`config.mk`:
```
export PLATFORM = sky130hd
export DESIGN_NAME = pwr_state_ctrl
export DESIGN_NICKNAME = d
export VERILOG_FILES = /design/src/rtl/pwr_pkg.sv /design/src/rtl/sync_pulse_meas.sv /design/src/rtl/abs_thr_cmp.sv /design/src/rtl/settle_timer.sv /design/src/rtl/pwr_state_ctrl.sv
export SDC_FILE = /design/constraint.sdc
export NUM_CORES = 1
export LEC_CHECK = 0
export BUFFER_PORTS_ARGS = -buffer_cell sky130_fd_sc_hd__buf_2
export CAP_MARGIN = 20
export CELL_PAD_IN_SITES_DETAIL_PLACEMENT = 0
export CELL_PAD_IN_SITES_GLOBAL_PLACEMENT = 2
export CORE_UTILIZATION = 28
export CTS_CLUSTER_SIZE = 25
export DETAILED_ROUTE_END_ITERATION = 10
export HOLD_SLACK_MARGIN = 0.02
export PLACE_DENSITY_LB_ADDON = 0.08
export SETUP_SLACK_MARGIN = 0.2
export SLEW_MARGIN = 0
export SYNTH_ARGS = -nofsm -noshare
export SYNTH_HDL_FRONTEND = slang
export SYNTH_HIERARCHICAL = 1
export SYNTH_SLANG_ARGS = --single-unit
```
`constraint.sdc`:
```
create_clock -name clk_i -period 2.45 [get_ports clk_i]
set_input_delay 0.245 -clock clk_i [delete_from_list [all_inputs] [get_ports clk_i]]
set_output_delay 0.245 -clock clk_i [all_outputs]
set_load 0.02 [all_outputs]
```
`src/rtl/pwr_pkg.sv`:
```
package pwr_pkg;
  typedef enum logic [1:0] {ST_RUN, ST_STBY, ST_SETTLE, ST_DET} pwr_state_e;
  localparam logic [15:0] CMD_STBY = 16'h0022;
  localparam logic [15:0] CMD_WAKE = 16'h0033;
endpackage

```
`src/rtl/sync_pulse_meas.sv`:
```
module sync_pulse_meas #(
  parameter int RST_LEN = 16
) (
  input  logic clk_i,
  input  logic rst_ni,
  input  logic sync_ni,
  output logic short_o,
  output logic long_o
);
  localparam int LW = $clog2(RST_LEN + 1);
  localparam logic [LW-1:0] LIM = LW'(RST_LEN);

  logic [LW-1:0] lo_cnt;

  always_ff @(posedge clk_i or negedge rst_ni) begin
    if (!rst_ni)       lo_cnt <= '0;
    else if (sync_ni)  lo_cnt <= '0;
    else if (lo_cnt != LIM) lo_cnt <= lo_cnt + 1'b1;
  end

  // release after a pulse shorter than the reset length
  assign short_o = sync_ni && (lo_cnt != '0) && (lo_cnt < LIM);
  // fires on the RST_LEN-th low edge only
  assign long_o  = !sync_ni && (lo_cnt == LIM - 1'b1);

  p_cnt_sat_r5: assert property (@(posedge clk_i) disable iff (!rst_ni)
    lo_cnt <= LIM);
  p_long_once_r5: assert property (@(posedge clk_i) disable iff (!rst_ni)
    long_o |=> !long_o);
endmodule

```
`src/rtl/abs_thr_cmp.sv`:
```
module abs_thr_cmp #(
  parameter int DW = 24
) (
  input  logic          clk_i,
  input  logic          rst_ni,
  input  logic [DW-1:0] smp_i,
  input  logic [DW-1:0] thr_i,
  output logic          hit_o
);
  localparam logic [DW-1:0] NEG_MIN = {1'b1, {(DW-1){1'b0}}};
  localparam logic [DW-1:0] POS_MAX = {1'b0, {(DW-1){1'b1}}};

  logic [DW-1:0] mag;

  always_comb begin
    if (!smp_i[DW-1])        mag = smp_i;
    else if (smp_i == NEG_MIN) mag = POS_MAX;
    else                     mag = -smp_i;
  end

  assign hit_o = mag > thr_i;

  p_mag_pos_r6: assert property (@(posedge clk_i) disable iff (!rst_ni)
    !mag[DW-1]);
endmodule

```
`src/rtl/settle_timer.sv`:
```
module settle_timer #(
  parameter int SETTLE_CYC = 8
) (
  input  logic clk_i,
  input  logic rst_ni,
  input  logic run_i,
  output logic done_o
);
  localparam int TW = $clog2(SETTLE_CYC + 1);
  localparam logic [TW-1:0] LAST = TW'(SETTLE_CYC - 1);

  logic [TW-1:0] cnt;

  always_ff @(posedge clk_i or negedge rst_ni) begin
    if (!rst_ni)     cnt <= '0;
    else if (!run_i) cnt <= '0;
    else             cnt <= cnt + 1'b1;
  end

  assign done_o = run_i && (cnt == LAST);

  p_settle_bound_r3: assert property (@(posedge clk_i) disable iff (!rst_ni)
    run_i |-> cnt <= LAST);
endmodule

```
`src/rtl/pwr_state_ctrl.sv`:
```
module pwr_state_ctrl
  import pwr_pkg::*;
#(
  parameter int DW         = 24,
  parameter int CW         = 8,
  parameter int RST_LEN    = 16,
  parameter int SETTLE_CYC = 8
) (
  input  logic          clk_i,
  input  logic          rst_ni,
  input  logic          cmd_valid_i,
  input  logic [15:0]   cmd_i,
  input  logic          sync_ni,
  input  logic          smp_valid_i,
  input  logic [DW-1:0] smp_i,
  input  logic [DW-1:0] thr_i,
  input  logic [CW-1:0] smp_budget_i,
  input  logic [CW-1:0] hit_limit_i,
  output logic          chan_en_o,
  output logic          ref_en_o,
  output logic          mod_ready_o,
  output logic          det_mode_o,
  output logic          drdy_no
);
  pwr_state_e    state;
  logic          short_p, long_p, settle_done, hit;
  logic [CW-1:0] smp_cnt, hit_cnt, smp_nxt, hit_nxt;
  logic          is_stby_cmd, is_wake_cmd;

  sync_pulse_meas #(.RST_LEN(RST_LEN)) u_pulse (
    .clk_i(clk_i), .rst_ni(rst_ni), .sync_ni(sync_ni),
    .short_o(short_p), .long_o(long_p)
  );

  abs_thr_cmp #(.DW(DW)) u_cmp (
    .clk_i(clk_i), .rst_ni(rst_ni), .smp_i(smp_i), .thr_i(thr_i), .hit_o(hit)
  );

  settle_timer #(.SETTLE_CYC(SETTLE_CYC)) u_settle (
    .clk_i(clk_i), .rst_ni(rst_ni), .run_i(state == ST_SETTLE),
    .done_o(settle_done)
  );

  assign is_stby_cmd = cmd_valid_i && (cmd_i == CMD_STBY);
  assign is_wake_cmd = cmd_valid_i && (cmd_i == CMD_WAKE);
  assign smp_nxt     = smp_cnt + 1'b1;
  assign hit_nxt     = hit_cnt + CW'(hit);

  always_ff @(posedge clk_i or negedge rst_ni) begin
    if (!rst_ni) begin
      state   <= ST_RUN;
      smp_cnt <= '0;
      hit_cnt <= '0;
      drdy_no <= 1'b1;
    end else if (long_p) begin
      state   <= ST_RUN;
      smp_cnt <= '0;
      hit_cnt <= '0;
      drdy_no <= 1'b1;
    end else begin
      drdy_no <= 1'b1;
      unique case (state)
        ST_RUN:    if (is_stby_cmd) state <= ST_STBY;
        ST_SETTLE: begin
          if (is_stby_cmd)      state <= ST_STBY;
          else if (settle_done) state <= ST_RUN;
        end
        ST_STBY: begin
          if (is_wake_cmd) state <= ST_SETTLE;
          else if (short_p) begin
            state   <= ST_DET;
            smp_cnt <= '0;
            hit_cnt <= '0;
          end
        end
        ST_DET: if (smp_valid_i) begin
          smp_cnt <= smp_nxt;
          hit_cnt <= hit_nxt;
          if (hit && hit_nxt == hit_limit_i) begin
            drdy_no <= 1'b0;
            state   <= ST_STBY;
          end else if (smp_nxt == smp_budget_i) begin
            state   <= ST_STBY;
          end
        end
        default: state <= ST_RUN;
      endcase
    end
  end

  assign chan_en_o   = (state == ST_RUN) || (state == ST_SETTLE);
  assign ref_en_o    = chan_en_o;
  assign mod_ready_o = (state == ST_RUN);
  assign det_mode_o  = (state == ST_DET);

  p_drdy_pulse_r7: assert property (@(posedge clk_i) disable iff (!rst_ni)
    !drdy_no |=> drdy_no);
  p_drdy_stby_r7: assert property (@(posedge clk_i) disable iff (!rst_ni)
    !drdy_no |-> state == ST_STBY);
  p_det_entry_r4: assert property (@(posedge clk_i) disable iff (!rst_ni)
    (state == ST_DET && $past(state) != ST_DET) |-> $past(state) == ST_STBY);
  p_ready_src_r3: assert property (@(posedge clk_i) disable iff (!rst_ni)
    $rose(mod_ready_o) |-> ($past(state) == ST_SETTLE || $past(long_p)));
  p_hits_le_smps_r6: assert property (@(posedge clk_i) disable iff (!rst_ni)
    hit_cnt <= smp_cnt);
endmodule

```
# Word-level counts from Yosys, hierarchy flattened
# Index checks and enable logic that the tools add are counted.
totals:
  ff_bits: 28
  out_inout_bits: 5
  wordCells: 73
  input_bits: 85
op_classes:
  reduce_logical: 15
  order_cmp: 2
  n_eq_ne: 18
  muxes: 27
  add_sub_neg: 5
ops:
  columns: ["op", "n"]
  rows:
  - ["2-to-1 mux 24 bit", 2]
  - ["2-to-1 mux 8 bit", 6]
  - ["equality test 16 x 6 -> 1 bit (second input constant)", 2]
  - ["one-hot mux 8 bit (2 select lines)", 2]
  - ["equality test 24 bit (second input constant)", 1]
  - ["> comparator 24 bit", 1]
  - ["negator 24 bit", 1]
  - ["2-to-1 mux 2 bit", 9]
  - ["equality test 8 bit", 2]
  - ["2-to-1 mux 5 bit", 2]
  - ["adder 8 x 1 -> 8 bit", 1]
  - ["adder 8 x 1 -> 8 bit (second input constant)", 1]
  - ["!= test 4 bit (second input constant)", 2]
  - ["one-hot mux 2 bit (4 select lines)", 1]
  - ["logical AND 1 bit", 7]
  - ["!= test 3 bit (second input constant)", 2]
  - ["adder 5 x 1 -> 5 bit (second input constant)", 1]
  - ["equality test 5 x 4 -> 1 bit (second input constant)", 1]
  - ["< comparator 5 bit (second input constant)", 1]
  - ["!= test 5 bit (second input constant)", 1]
  - ["AND reduction 5 bit", 1]
  - ["nonzero test 5 bit", 1]
  - ["adder 4 x 1 -> 4 bit (second input constant)", 1]
  - ["equality test 2 bit (second input constant)", 2]
  - ["other kinds (13)", 16]

# Depth between registers and ports, before layout
depth:
  depth_word: 11
  mapped_depth: 24
  mapped_depth_nobuf: 21

# Hierarchy
# The synthesis kept the hierarchy.
by_module_without_submodules:
  columns: ["mod", "area_per_inst_um2", "instances", "seq_area_each_um2", "cells_each"]
  rows:
  - ["pwr_state_ctrl", 1541.5, 1, 476.7, 174]
  - ["abs_thr_cmp", 1335.0, 1, 0.0, 204]
  - ["sync_pulse_meas", 299.0, 1, 125.1, 28]
  - ["settle_timer", 176.4, 1, 100.1, 14]

# Least setup slack after synthesis
# No wires, ideal clock.
synth_path:
  path_kind: "in2reg"
  startpoint: "input smp_i[17]"
  endpoint: "register state[0]"
  n_path_buf: 3
  t_required_ps: 2371
  path_slack_ps: -2694
  setup_ps: 79
  path_stages: 22
  arrival_time_ps: 5065
  cell_sequence: "or4_1 buf_2 or3_1 buf_6 or4_1 o21ai_0 a21oi_1 ha_1 nand4_1 nor4_1 nand3_1 a21o_1 a31oi_1 ha_1 ha_1 clkbuf_1 xnor2_1 or3_4 a2111oi_4 o21ai_2 a31oi_4 mux2i_1"
synth_via:
  elab_chain_cells: 11
  word_cells_on_any_way: 14
  classes_between: "add/sub (2); order compare (1); eq/ne (3); mux (6); reduce/logical (2)"
synth_lines:
  columns: ["element", "line_no", "text"]
  rows:
  - ["start: declaration", "pwr_state_ctrl.sv:15", "input logic [DW-1:0] smp_i,"]
  - ["negator 24 bit / equality test 24 bit (equally long branches)", "abs_thr_cmp.sv:18, abs_thr_cmp.sv:17", null]
  - ["2-to-1 mux 24 bit", "abs_thr_cmp.sv:17", "else if (smp_i == NEG_MIN) mag = POS_MAX;"]
  - ["2-to-1 mux 24 bit (*)", "abs_thr_cmp.sv:16", "if (!smp_i[DW-1]) mag = smp_i;"]
  - ["> comparator 24 bit (*)", "abs_thr_cmp.sv:21", "assign hit_o = mag > thr_i;"]
  - ["net hit", "pwr_state_ctrl.sv:26", "logic short_p, long_p, settle_done, hit;"]
  - ["adder 8 x 1 -> 8 bit", "pwr_state_ctrl.sv:47", "assign hit_nxt = hit_cnt + CW'(hit);"]
  - ["equality test 8 bit", "pwr_state_ctrl.sv:79", "if (hit && hit_nxt == hit_limit_i) begin"]
  - ["logical AND 1 bit (*)", "pwr_state_ctrl.sv:79", null]
  - ["2-to-1 mux 2 bit", "pwr_state_ctrl.sv:79", null]
  - ["2-to-1 mux 2 bit", "pwr_state_ctrl.sv:76", "ST_DET: if (smp_valid_i) begin"]
  - ["one-hot mux 2 bit (4 select lines)", "pwr_state_ctrl.sv:62", "unique case (state)"]
  - ["2-to-1 mux 2 bit", "pwr_state_ctrl.sv:55", "end else if (long_p) begin"]
  - ["end signal: assignment", "pwr_state_ctrl.sv:56", "state <= ST_RUN;"]
  - ["end signal: assignment", "pwr_state_ctrl.sv:63", "ST_RUN: if (is_stby_cmd) state <= ST_STBY;"]
  - ["end signal: assignment", "pwr_state_ctrl.sv:81", "state <= ST_STBY;"]
  - ["end: declaration", "pwr_state_ctrl.sv:25", "pwr_state_e state;"]
# Mark *: on every way through the listed nets, which the timed path passes. The rest lies on a longest branch. The select of a mux whose other input is x is not followed.
# A chain may end at the register's enable or synchronous reset.

# Worst setup path after layout
layout_path:
  startpoint: "input smp_i[17]"
  endpoint: "register state[1]"
# Same word-level chain as after synthesis.

==> summary.txt <==
Placement
  • Detailed Place HPWL: 8440 um
  • Port buffer count: 89
  • Cell count after placement: 713
  • GPL Wtd Cong: 0.820
  • Placement Cell Area: 4500 um^2

Worst setup path
  • Required time of the worst setup path: 2.63 ns
  • Setup crit start kind: input port
  • Crit. End Element: flip-flop
  • Critical path type: in2reg
  • CP max FO: 7
  • Worst Path Arrival: 4.92 ns

Logic synthesis
  • Cell variety after synth: 68
  • Top-count cell post-synth: o21ai_0
  • Syn nets: 541
  • Ys Warns: 6
  • Post-Syn Area per Cell: 7.98 um^2
  • Fraction of registers with async set/reset: 100%
  • Ranking of synthesized cells by area: dfrtp_1 (20%), ha_1 (13%), o21ai_0 (6.3%), xnor2_1 (4.7%), inv_1 (4.4%)
  • Synth top area share: 20.2%
  • #FFs+latches synth: 28
  • Commonest cells in the netlist: o21ai_0 (42), inv_1 (39), ha_1 (36), dfrtp_1 (27), nand2_1 (26)
  • Most common flop cell mapped by yosys: dfrtp_1
  • Most area-hungry cell type in the Yosys netlist: dfrtp_1
  • Post-synth EDFFs: 0
  • Mapped Cells: 420
  • Mapped cell area: 3350 um^2
  • Seq/Total Area, Yosys: 20.9%

Min path
  • Worst min path class: in2async

Clocking
  • Clock Latency Late Sink: 0.26 ns
  • CTS sink cnt: 28
  • Reg clk slew, reported paths: 0.06 ns
  • CTS hold repair buffers: 0
  • CTS tree: done
  • Clk buf depth: 2
  • H-Tree Depth: 1
  • Num CTS Buffers: 3
  • Clk root buf: clkbuf_16

Route
  • Vias per cell: 5.02
  • DR pass1 iterations: 7
  • Final ANT Viol Nets: 0
  • DRC Markers: 16
  • Wirelength per Cell: 13.9 um
  • Vias: 3,743
  • Iteration-0 DRC Markers: 168
  • DRT Wirelength: 10,400 um

Cells and area
  • Nets: 725
  • Area Overhead vs Synth: 53.9%
  • Non-Filler Instances: 746
  • Fillers: 1,144
  • Post-layout util: 44.6%
  • Design Area, Final: 5160 um^2
  • N_diodes: 0
  • Share of cells above drive strength 1: 43.6%

Floorplanning
  • Site Rows: 39
  • Chip Height: 111 um
  • Die footprint: 12,400 um^2
  • Horiz. Die Dim: 111 um
  • Core area: 11,600 um^2
  • Initial Utilization: 29.0%
  • I/O pin total: 90

Flow run
  • Max_cap viols: 0

STA
  • RSZ-0062 raised after global routing: true
  • Final setup fails: 11
  • Worst-Margin Slew: 0.658 ns
  • Max_slew headroom: 56.2%
  • Final slew viol count: 0
  • Worst setup margin: -2.29 ns
  • Final hold vios: 0
  • TNS Setup: -19.89 ns
  • Tmin final: 4.74 ns
  • Final period utilization: 193%
  • Fmax: 211 MHz
  • Clock Skews: 0.00541 ns

Global route
  • Antenna violations before repair: 0
  • First-pass GRT wire length: 17,300 um
  • Largest net degree at the start of global routing: 29
  • Total GRT Usage: 16.9%
  • Vias in the first global route: 3,674
  • GRT Residual Overflow: 0

Pwr
  • Peak VDD IR: 0.376 mV
  • Static leakage: 0.00252 uW
  • Cell Pwr Density: 408 nW/um^2

Outcome
  • Status: finished with violations
  • Failing checks: DRC, setup timing
==> path summary, 6_finish.rpt <==
| path | slack, ns | to | cells past startpoint | start |
|---|---|---|---|---|
| min | 0.009 | u_settle/cnt[3] | 1 | rst_ni |
| max | -2.29 | state[1] | 23 | smp_i[17] |
| min reg2reg | 0.46 | u_settle/cnt[0] | 1 | u_settle/cnt[0] |
| max reg2reg | 0.19 | state[0] | 11 | u_pulse/lo_cnt[0] |
| max in group asynchronous | 2.01 | u_pulse/lo_cnt[1] | 1 | rst_ni |
| min in group clk_i | 0.25 | u_pulse/lo_cnt[0] | 2 | sync_ni |
==> stage by stage <==
step,setup slack [ns],power (uW),hold slack (ns)
after global routing,-2.56,2280,0.0707
after floorplan,-2.37,1200,-0.0506
final,-2.29,2110,0.00924
after CTS,-2.45,2050,0.0400
after detailed placement,-2.93,1600,0.324
after global placement,-2.90,1600,0.334
==> placed cells by master (no fill, tap or decap), types with 4 or more instances in the layout <==
cell type  synthesis  layout
a21o_1            13      13
nor4_4             2       4
ha_1              36      32
mux2i_1            4       4
xnor2_1           18      17
o21ai_0           42      26
nor4_1             7       4
nand2_1           26      23
or3_1              6       5
o31ai_1            6       4
nand3_1           15      12
nor3_1            17      14
xor2_1             9       8
nor2b_1            5       4
nor2_1            23      21
buf_4              1      86
buf_6              2      20
buf_2              5      87
o21ai_1            6      16
inv_1             39      39
a21oi_1           21      19
dfrtp_1           27      27
a22o_1             4       4
o21ai_2            1       7
nand2b_1           5       5
nand4_1            9       9
o41ai_1            7       6
==> what timing repair did <==
action,CTS,global route
setup endpoints to repair,19,19
gates resized for setup,34,50
setup buffers,14,15
pin swaps,16,30
==> area by class of cell <==
class	count	area, um^2	area share, %
Multi-Input combinational cell	337	2720	52.7
Timing Repair Buffer	194	1330	25.7
Sequential cell	28	702	13.6
Tap cell	143	179	3.47
Inverter	40	153	2.96
Clock buffer	4	78.8	1.53
==> routing by layer <==
metal	GRT usage (%)	up-vias	routed length, um
met3	2.40	12	424
met1	23.4	1725	5100
met4	2.88	0	155
li1	-	1924	-
met5	0	-	0
met2	28.3	82	4700
==> report_power, final <==
part | internal (uW) | switching (uW)
logic | 554 | 630
clock network | 223 | 153
registers | 507 | 38.4
total | 1280 | 822
==> sequential cells by signal, indices dropped and copies added, names as in the netlist <==
register,flops
hit_cnt,8
u_settle/cnt,4
drdy_no,1
smp_cnt,8
u_pulse/lo_cnt,5
state,2
==> cell families (layout without fill, tap and decap cells) <==
| group | after synthesis | count (layout) | synth area share (%) |
|---|---|---|---|
| buffers and inverters | 55 | 238 | 6.94 |
| XOR/XNOR | 27 | 27 | 7.05 |
| AND/OR/NAND/NOR | 147 | 147 | 25.4 |
| adder cells (fa/ha/maj) | 36 | 36 | 13.4 |
| multiplexers | 4 | 4 | 1.19 |
| AO/OA/AOI/OAI | 123 | 123 | 25.0 |
| flip-flops | 28 | 28 | 20.9 |
==> worst max-delay path, stage by stage <==
cell	delay, ns
buf_6	0.09
or4_4	0.52
or3_4	0.35
buf_6	0.14
buf_6	0.12
nor4_4	0.30
buf_6	0.17
buf_6	0.10
o221a_2	0.19
ha_4	0.13
nand2_1	0.08
nor4_4	0.32
nand3_2	0.13
a21o_1	0.21
a31oi_4	0.20
ha_4	0.18
and2_4	0.15
xnor2_1	0.06
or3_4	0.40
a2111oi_4	0.31
o21ai_2	0.13
a31oi_4	0.17
mux2i_1	0.20
(Power assumes the default switching activity.)
